$ cat src/rtl/intc_pkg.sv
package intc_pkg;
  localparam int unsigned INTC_DEF_LINES = 8;

  function automatic int unsigned intc_vec_width(input int unsigned lines);
    return (lines < 2) ? 1 : $clog2(lines);
  endfunction
endpackage

$ cat src/rtl/intc_mask_reg.sv
module intc_mask_reg #(
  parameter int unsigned N_LINES = intc_pkg::INTC_DEF_LINES
) (
  input  logic               clk,
  input  logic               rst,
  input  logic               wr_en,
  input  logic [N_LINES-1:0] wr_data,
  output logic [N_LINES-1:0] mask_q
);
  always_ff @(posedge clk) begin
    if (rst) begin
      mask_q <= '1;
    end else if (wr_en) begin
      mask_q <= wr_data;
    end
  end
endmodule

$ cat src/rtl/intc_prio_enc.sv
module intc_prio_enc #(
  parameter int unsigned N_LINES = intc_pkg::INTC_DEF_LINES,
  localparam int unsigned VW = intc_pkg::intc_vec_width(N_LINES)
) (
  input  logic [N_LINES-1:0] pend,
  output logic               any,
  output logic [VW-1:0]      idx
);
  logic [N_LINES:0]   seen;
  logic [N_LINES-1:0] grant;

  assign seen[0] = 1'b0;
  for (genvar i = 0; i < N_LINES; i++) begin : g_chain
    assign grant[i]  = pend[i] & ~seen[i];
    assign seen[i+1] = seen[i] | pend[i];
  end

  assign any = seen[N_LINES];

  always_comb begin
    idx = '0;
    for (int unsigned i = 0; i < N_LINES; i++) begin
      if (grant[i]) idx = VW'(i);
    end
  end
endmodule

$ cat src/rtl/intc_vec_latch.sv
module intc_vec_latch #(
  parameter int unsigned VW = 3
) (
  input  logic          clk,
  input  logic          rst,
  input  logic          ack,
  input  logic          any,
  input  logic [VW-1:0] idx,
  output logic [VW-1:0] vec_q
);
  logic ack_d;

  always_ff @(posedge clk) begin
    if (rst) begin
      ack_d <= 1'b0;
      vec_q <= '0;
    end else begin
      ack_d <= ack;
      if (!ack) begin
        vec_q <= '0;
      end else if (!ack_d) begin
        vec_q <= any ? idx : '0;
      end
    end
  end
endmodule

$ cat src/rtl/vint_ctrl.sv
module vint_ctrl #(
  parameter int unsigned N_LINES = intc_pkg::INTC_DEF_LINES,
  localparam int unsigned VW = intc_pkg::intc_vec_width(N_LINES)
) (
  input  logic               clk,
  input  logic               rst,
  input  logic [N_LINES-1:0] req_in,
  input  logic               reg_wr_en,
  input  logic [N_LINES-1:0] reg_wr_data,
  output logic [N_LINES-1:0] reg_rd_data,
  output logic               irq_out,
  input  logic               ack_in,
  output logic [VW-1:0]      vec_out
);
  logic [N_LINES-1:0] mask_q;
  logic [N_LINES-1:0] pend;
  logic               any_pend;
  logic [VW-1:0]      low_idx;
  logic               irq_q;

  intc_mask_reg #(.N_LINES(N_LINES)) u_mask (
    .clk    (clk),
    .rst    (rst),
    .wr_en  (reg_wr_en),
    .wr_data(reg_wr_data),
    .mask_q (mask_q)
  );

  assign pend = req_in & ~mask_q;

  intc_prio_enc #(.N_LINES(N_LINES)) u_prio (
    .pend(pend),
    .any (any_pend),
    .idx (low_idx)
  );

  always_ff @(posedge clk) begin
    if (rst) irq_q <= 1'b0;
    else     irq_q <= any_pend;
  end

  intc_vec_latch #(.VW(VW)) u_vec (
    .clk  (clk),
    .rst  (rst),
    .ack  (ack_in),
    .any  (any_pend),
    .idx  (low_idx),
    .vec_q(vec_out)
  );

  assign reg_rd_data = mask_q;
  assign irq_out     = irq_q;
endmodule

$ cat config.mk
export PLATFORM = sky130hd
export DESIGN_NAME = vint_ctrl
export DESIGN_NICKNAME = d
export VERILOG_FILES = /design/src/rtl/intc_pkg.sv /design/src/rtl/intc_mask_reg.sv /design/src/rtl/intc_prio_enc.sv /design/src/rtl/intc_vec_latch.sv /design/src/rtl/vint_ctrl.sv
export SDC_FILE = /design/constraint.sdc
export NUM_CORES = 1
export LEC_CHECK = 0
export ABC_AREA = 1
export CAP_MARGIN = 25
export CORE_MARGIN = 3
export CORE_UTILIZATION = 37
export DETAILED_ROUTE_END_ITERATION = 7
export PLACE_DENSITY_LB_ADDON = 0.05
export SETUP_SLACK_MARGIN = 0.05
export SYNTH_ARGS = -nofsm -noshare
export SYNTH_HDL_FRONTEND = slang
export SYNTH_SLANG_ARGS = --single-unit
$ cat constraint.sdc
create_clock -name clk -period 1.05 [get_ports clk]
set_input_delay 0.21 -clock clk [delete_from_list [all_inputs] [get_ports clk]]
set_output_delay 0.21 -clock clk [all_outputs]
set_load 0.02 [all_outputs]
Yosys cells after proc, flatten, opt, wreduce, memory -nomap -nowiden

Cells that the tools add are included.

Output and inout bits: 12
Register bits after elaboration: 13
Input bits: 20
Logic and storage cells: 37

Multiplexer cells: 8
Reduce and logical (&&, ||, !) cells: 1
Bitwise operators: 24

Operators by type and width:

| cell               | number |
|---|---|
| 2-to-1 mux 3 bit   | 7 |
| bitwise AND 8 bit  | 1 |
| NOT 1 bit          | 8 |
| NOT 8 bit          | 1 |
| bitwise AND 1 bit  | 7 |
| bitwise OR 1 bit   | 7 |
| OR reduction 2 bit | 1 |
| 2-to-1 mux 1 bit   | 1 |

Depth between registers and ports, before layout

Word-level depth: 12
Mapped depth: 8
Mapped depth without buffers: 8

Hierarchy

From an unflattened synthesis, not the netlist that was laid out.

Cells, all modules: 93
Area, all modules: 634.4 um^2

Modules (own cells, without submodules):

| module         | instances | area each (um^2) | sequential area each (um^2) | cells an instance |
|---|---|---|---|---|
| intc_mask_reg  | 1         | 279.0            | 160.2                       | 35 |
| intc_vec_latch | 1         | 136.4            | 80.1                        | 17 |
| vint_ctrl      | 1         | 110.1            | 20.0                        | 19 |
| intc_prio_enc  | 1         | 108.9            | 0.0                         | 22 |

Least setup slack after synthesis

No wires, ideal clock.

Path type: register to register
Start: register u_mask.mask_q[5]
End: register u_vec.vec_q[1]
Library setup time: 0.119 ns
Clock period less this slack: 1.061 ns
Cell stages (with the launch flop): 8
Arrival time: 0.942 ns
Path slack: -0.011 ns
Data required time: 0.931 ns
Path buffers: 0
Path through: dfxtp_1 inv_2 nand2_1 nand3_2 nor2_1 nand2_1 nand2_1 a21oi_1

Word-level cells in the longest chain between the ends: 8
Elaborated cells between the ends (all ways): 14
Classes of those cells: 4 x mux; 10 x bitwise

RTL lines:

| element                                               | line                                     | source |
|---|---|---|
| start: declaration                                    | intc_mask_reg.sv:8                       | `output logic [N_LINES-1:0] mask_q` |
| start signal: assignment                              | intc_mask_reg.sv:14                      | `mask_q <= wr_data;` |
| NOT 8 bit (*)                                         | vint_ctrl.sv:29                          | `assign pend = req_in & ~mask_q;` |
| bitwise AND 8 bit (*)                                 | vint_ctrl.sv:29                          |  |
| bitwise OR 1 bit                                      | intc_prio_enc.sv:15                      | `assign seen[i+1] = seen[i] \| pend[i];` |
| NOT 1 bit or bitwise OR 1 bit (tied branches)         | intc_prio_enc.sv:14, intc_prio_enc.sv:15 |  |
| bitwise AND 1 bit or NOT 1 bit (tied branches)        | intc_prio_enc.sv:14                      | `assign grant[i] = pend[i] & ~seen[i];` |
| 2-to-1 mux 3 bit or bitwise AND 1 bit (tied branches) | intc_prio_enc.sv:23, intc_prio_enc.sv:14 |  |
| 2-to-1 mux 3 bit                                      | intc_prio_enc.sv:23                      | `if (grant[i]) idx = VW'(i);` |
| 2-to-1 mux 3 bit (*)                                  | intc_vec_latch.sv:22                     | `vec_q <= any ? idx : '0;` |
| end signal: assignment                                | intc_vec_latch.sv:22                     |  |
| end: declaration                                      | intc_vec_latch.sv:9                      | `output logic [VW-1:0] vec_q` |

Every way passes the cells marked *; elsewhere a longest branch is shown, timed or not.
A chain may end at the register's enable or synchronous reset.

Final worst setup path

Start: register u_mask.mask_q[4]
End: register u_vec.vec_q[0]

Word-level cells in the longest chain between the ends: 9
Elaborated cells between the ends (all ways): 18
Classes of those cells: 5 x mux; 13 x bitwise

RTL lines:

| element                                               | line |
|---|---|
| NOT 8 bit (*)                                         | vint_ctrl.sv:29 |
| bitwise AND 8 bit (*)                                 | vint_ctrl.sv:29 |
| bitwise OR 1 bit                                      | intc_prio_enc.sv:15 |
| NOT 1 bit or bitwise OR 1 bit (tied branches)         | intc_prio_enc.sv:14, intc_prio_enc.sv:15 |
| bitwise AND 1 bit, or another cell as far along       | intc_prio_enc.sv:14 |
| 2-to-1 mux 3 bit, or another cell as far along        | intc_prio_enc.sv:23 |
| 2-to-1 mux 3 bit or bitwise AND 1 bit (tied branches) | intc_prio_enc.sv:23, intc_prio_enc.sv:14 |
| 2-to-1 mux 3 bit                                      | intc_prio_enc.sv:23 |
| 2-to-1 mux 3 bit (*)                                  | intc_vec_latch.sv:22 |

Marked as above.

==> reports/results.md <==
| Group | Item | Reported |
| --- | --- | --- |
| routing | Total via count in the routed design | 653 |
| hold path | Hold path startpoint | rst |
| die | Io pins | 32 |
| sta | Share of the clock period used by the worst path | 99.3% |
| synthesis | Syn Nets | 100 |
| synthesis | Post-synthesis instance total | 80 |
| sta | Unrepaired setup endpoints after global routing | true |
| die | Y dimension of the die | 46.1 um |
| clock network | TritonCTS clock tree | done |
| sta | Final setup skew | 0.00231 ns |
| synthesis | Biggest area consumer among synthesized cells | dfxtp_1 |
| routing | DRT Pass-1 Iters | 4 |
| clock network | Number of clock buffers inserted by TritonCTS | 3 |
| sta | Hold violation count in the final report | 0 |
| critical path | Kind of end point of the critical path | flip-flop |
| placement | Count of buffers inserted at the top-level ports | 31 |
| routing | Routed met1 length | 615 um |
| sta | Post-route setup TNS | 0 ns |
| placement | Gp weighted congestion | 0.716 |
| grt | Wire length of the first global-routing pass | 2.53 mm |
| hold path | Worst min path class | input pin to flip-flop |
| sta | Timing-limited maximum frequency | 959 MHz |
| power and ir drop | Leakage dissipation | 0.000541 uW |
| sta | Number of max-slew violations in the final report | 0 |
| die | CORE AREA | 1400 sq um |
| clock network | Clock transition at the registers of the reported paths | 0.08 ns |
| placement | Post-DP Area | 991 sq um |
| grt | Pin count of the biggest net entering global routing | 17 |
| critical path | Reg2Reg Launch Point | u_mask.mask_q[4] |
| routing | Number of antenna-violating nets in the routed design | 0 |
| final layout | Ratio of cells with drive above 1 in the final layout | 45.2% |
| synthesis | Synth unique cells | 15 |
| die | Die X | 46.1 um |
| synthesis | Number of flip-flops and latches in the synthesized netlist | 13 |
| routing | Routed met3 length | 97 um |
| power and ir drop | Power density cells | 1170 nW/um^2 |
| sta | Total setup violations reported at the end of the flow | 0 |
| die | Total die area | 2130 sq um |
| flow run | Max cap viols | 0 |
| status | Outcome | completed |
| sta | Minimum period implied by the final worst setup slack | 1.04 ns |
| clock network | Hold buffer count at CTS | 0 |
| final layout | Diodes inserted | 0 |
| final layout | Number of fillers in the final layout | 114 |
| grt | Number of global-route vias before repair | 620 |
| critical path | Critical path startpoint category | flip-flop |
| routing | Average vias per placed instance | 4.70 |
| critical path | Critical path arrival | 1.22 ns |
| synthesis | Leading cell types by total area after synthesis | dfxtp_1 (44%), a21oi_1 (11%), o21ai_0 (9.2%), nand2_1 (6.3%), inv_1 (5.7%) |
| synthesis | Sequential element share of the synthesized area | 43.7% |
| grt | Antenna violations before repair | 0 |
| critical path | Worst Setup Path Type | flip-flop to flip-flop |
| final layout | Final cell area excluding filler cells | 1060 sq um |
| final layout | Number of nets in the layout | 145 |
| sta | Max transition margin | 85.4% |
| routing | Routed wire length on met2 | 822 um |
| die | Number of cell rows | 13 |
| placement | Detailed-placement wirelength estimate | 1.24 mm |
| clock network | Clock network latency to the later pin of the worst-skew pair | 0.28 ns |
| routing | Mean routed wirelength per cell | 11.2 um |
| power and ir drop | Peak supply drop | 0.824 mV |
| routing | Uppermost routed layer | met4 |
| die | Initial standard-cell utilization of the core | 42.6% |
| routing | Residual DRC count | 0 |
| critical path | CP startpoint | u_mask.mask_q[4] |
| clock network | Clock tree root driver cell | clkbuf_4 |
| clock network | Maximum root-to-sink buffer count | 2 |
| clock network | Clock sink count | 13 |
| routing | Total Routed Length | 1.56 mm |
| grt | All-layer global routing usage | 17.2% |
| synthesis | Fraction of synthesized cell area taken by the top area cell type | 43.7% |
| sta | Slew @ Worst Pin | 0.219 ns |
| routing | Violation count after the first detailed-routing iteration | 4 |
| synthesis | Average cell area after synthesis | 7.44 sq um |
| critical path | Required @ worst endpoint | 1.23 ns |
| synthesis | Cell area after synthesis | 596 sq um |
| grt | Global route overflow | 0 |
| critical path | Maximum fanout count along the critical path | 3 |
| clock network | Total number of H-tree levels | 1 |
| synthesis | Yosys warnings | 0 |
| final layout | Relative area change from synthesis to final layout | 78.4% |
==> cells by family (layout without fill, tap and decap cells) <==
group / after synthesis / after routing / share of synthesized area [%]
AOI/OAI and AO/OA: 25 / 25 / 21.0
buffers and inverters: 15 / 59 / 9.87
DFF: 13 / 13 / 43.7
and+or+nand+nor: 27 / 27 / 25.4
==> state kept, by name (all words and copies together), names as in the netlist <==
| register | count |
|---|---|
| u_vec.ack_d | 1 |
| irq_out | 1 |
| u_vec.vec_q | 3 |
| u_mask.mask_q | 8 |
==> timing repair <==
action,CTS,global route
setup buffers,1,1
pin swaps,3,1
endpoints found under the hold margin,0,0
gates resized for setup,53,24
endpoints found under the setup margin,16,21
==> critical path, stage by stage, from the launching register on <==
cell	delay [ns]
dfxtp_2	0.33
buf_4	0.12
inv_2	0.05
nand2_2	0.07
nand3_4	0.10
buf_4	0.11
nor2_2	0.03
nor2_1	0.09
nor2_1	0.04
==> worst paths after layout <==
path | to | slack (ns) | depth (start not counted)
worst max-delay path | u_vec.vec_q[0] | 0.007 | 8
worst min-delay path | irq_out | 0.23 | 2
worst max register to register | u_vec.vec_q[0] | 0.007 | 8
worst min register to register | u_mask.mask_q[6] | 0.47 | 2
==> placed cells by master, fill, tap and decap left out, types with 2 or more instances in the layout <==
cell type         n
a21oi_1          11
buf_4            18
o21ai_0          11
nor2_1            3
buf_6             3
nand2_4           6
clkbuf_4          3
nor2_2            4
nand2_1           8
a21oi_2           2
buf_2             2
dfxtp_1           5
inv_1             8
clkdlybuf4s50_1  17
nand2_2           3
inv_2             3
dlymetal6s2s_1    2
dfxtp_2           8
inv_4             2
==> area by class of cell <==
type                       count  area (sq um)  area share (%)
clock buffer                   4          26.3            2.47
multi-input combinational     52           319            30.0
timing repair buffer          42           374            35.2
inverter                      13          53.8            5.06
sequential                    13           270            25.4
tap                           15          18.8            1.77
==> cell usage after synthesis <==
master	n
nand2_1	10
nand3_1	1
inv_2	4
inv_1	9
buf_2	2
nand2_2	5
dfxtp_1	13
o21ai_0	11
nand3_2	1
nor2_4	1
nor2_1	4
nand2_4	2
nor2_2	3
o21ai_1	1
a21oi_1	13
==> report_power, final <==
part | internal, uW | switching [uW] | total [uW]
clock network | 148 | 174 | 321
registers | 531 | 15.5 | 546
logic | 192 | 179 | 371
total | 871 | 369 | 1240
==> per-layer routing <==
layer,vias up,track usage (%)
met4,0,10.2
met1,286,17.8
li1,341,-
met2,22,30.8
met3,4,3.91
met5,-,0
==> stage by stage <==
step | power, uW | hold slack [ns] | setup WS, ns | util [%] | instances
after global routing | 1300 | 0.279 | -0.0748 | 75.9 | 139
after floorplan | 714 | 0.332 | 0.0597 | - | 80
after detailed placement | 901 | 0.466 | -0.255 | 70.8 | 133
after global placement | 894 | 0.461 | -0.225 | 70.8 | 133
final | 1240 | 0.232 | 0.00747 | 75.9 | 139
after CTS | 1200 | 0.477 | 0.00874 | 69.8 | 138
(Power assumes the default switching activity.)
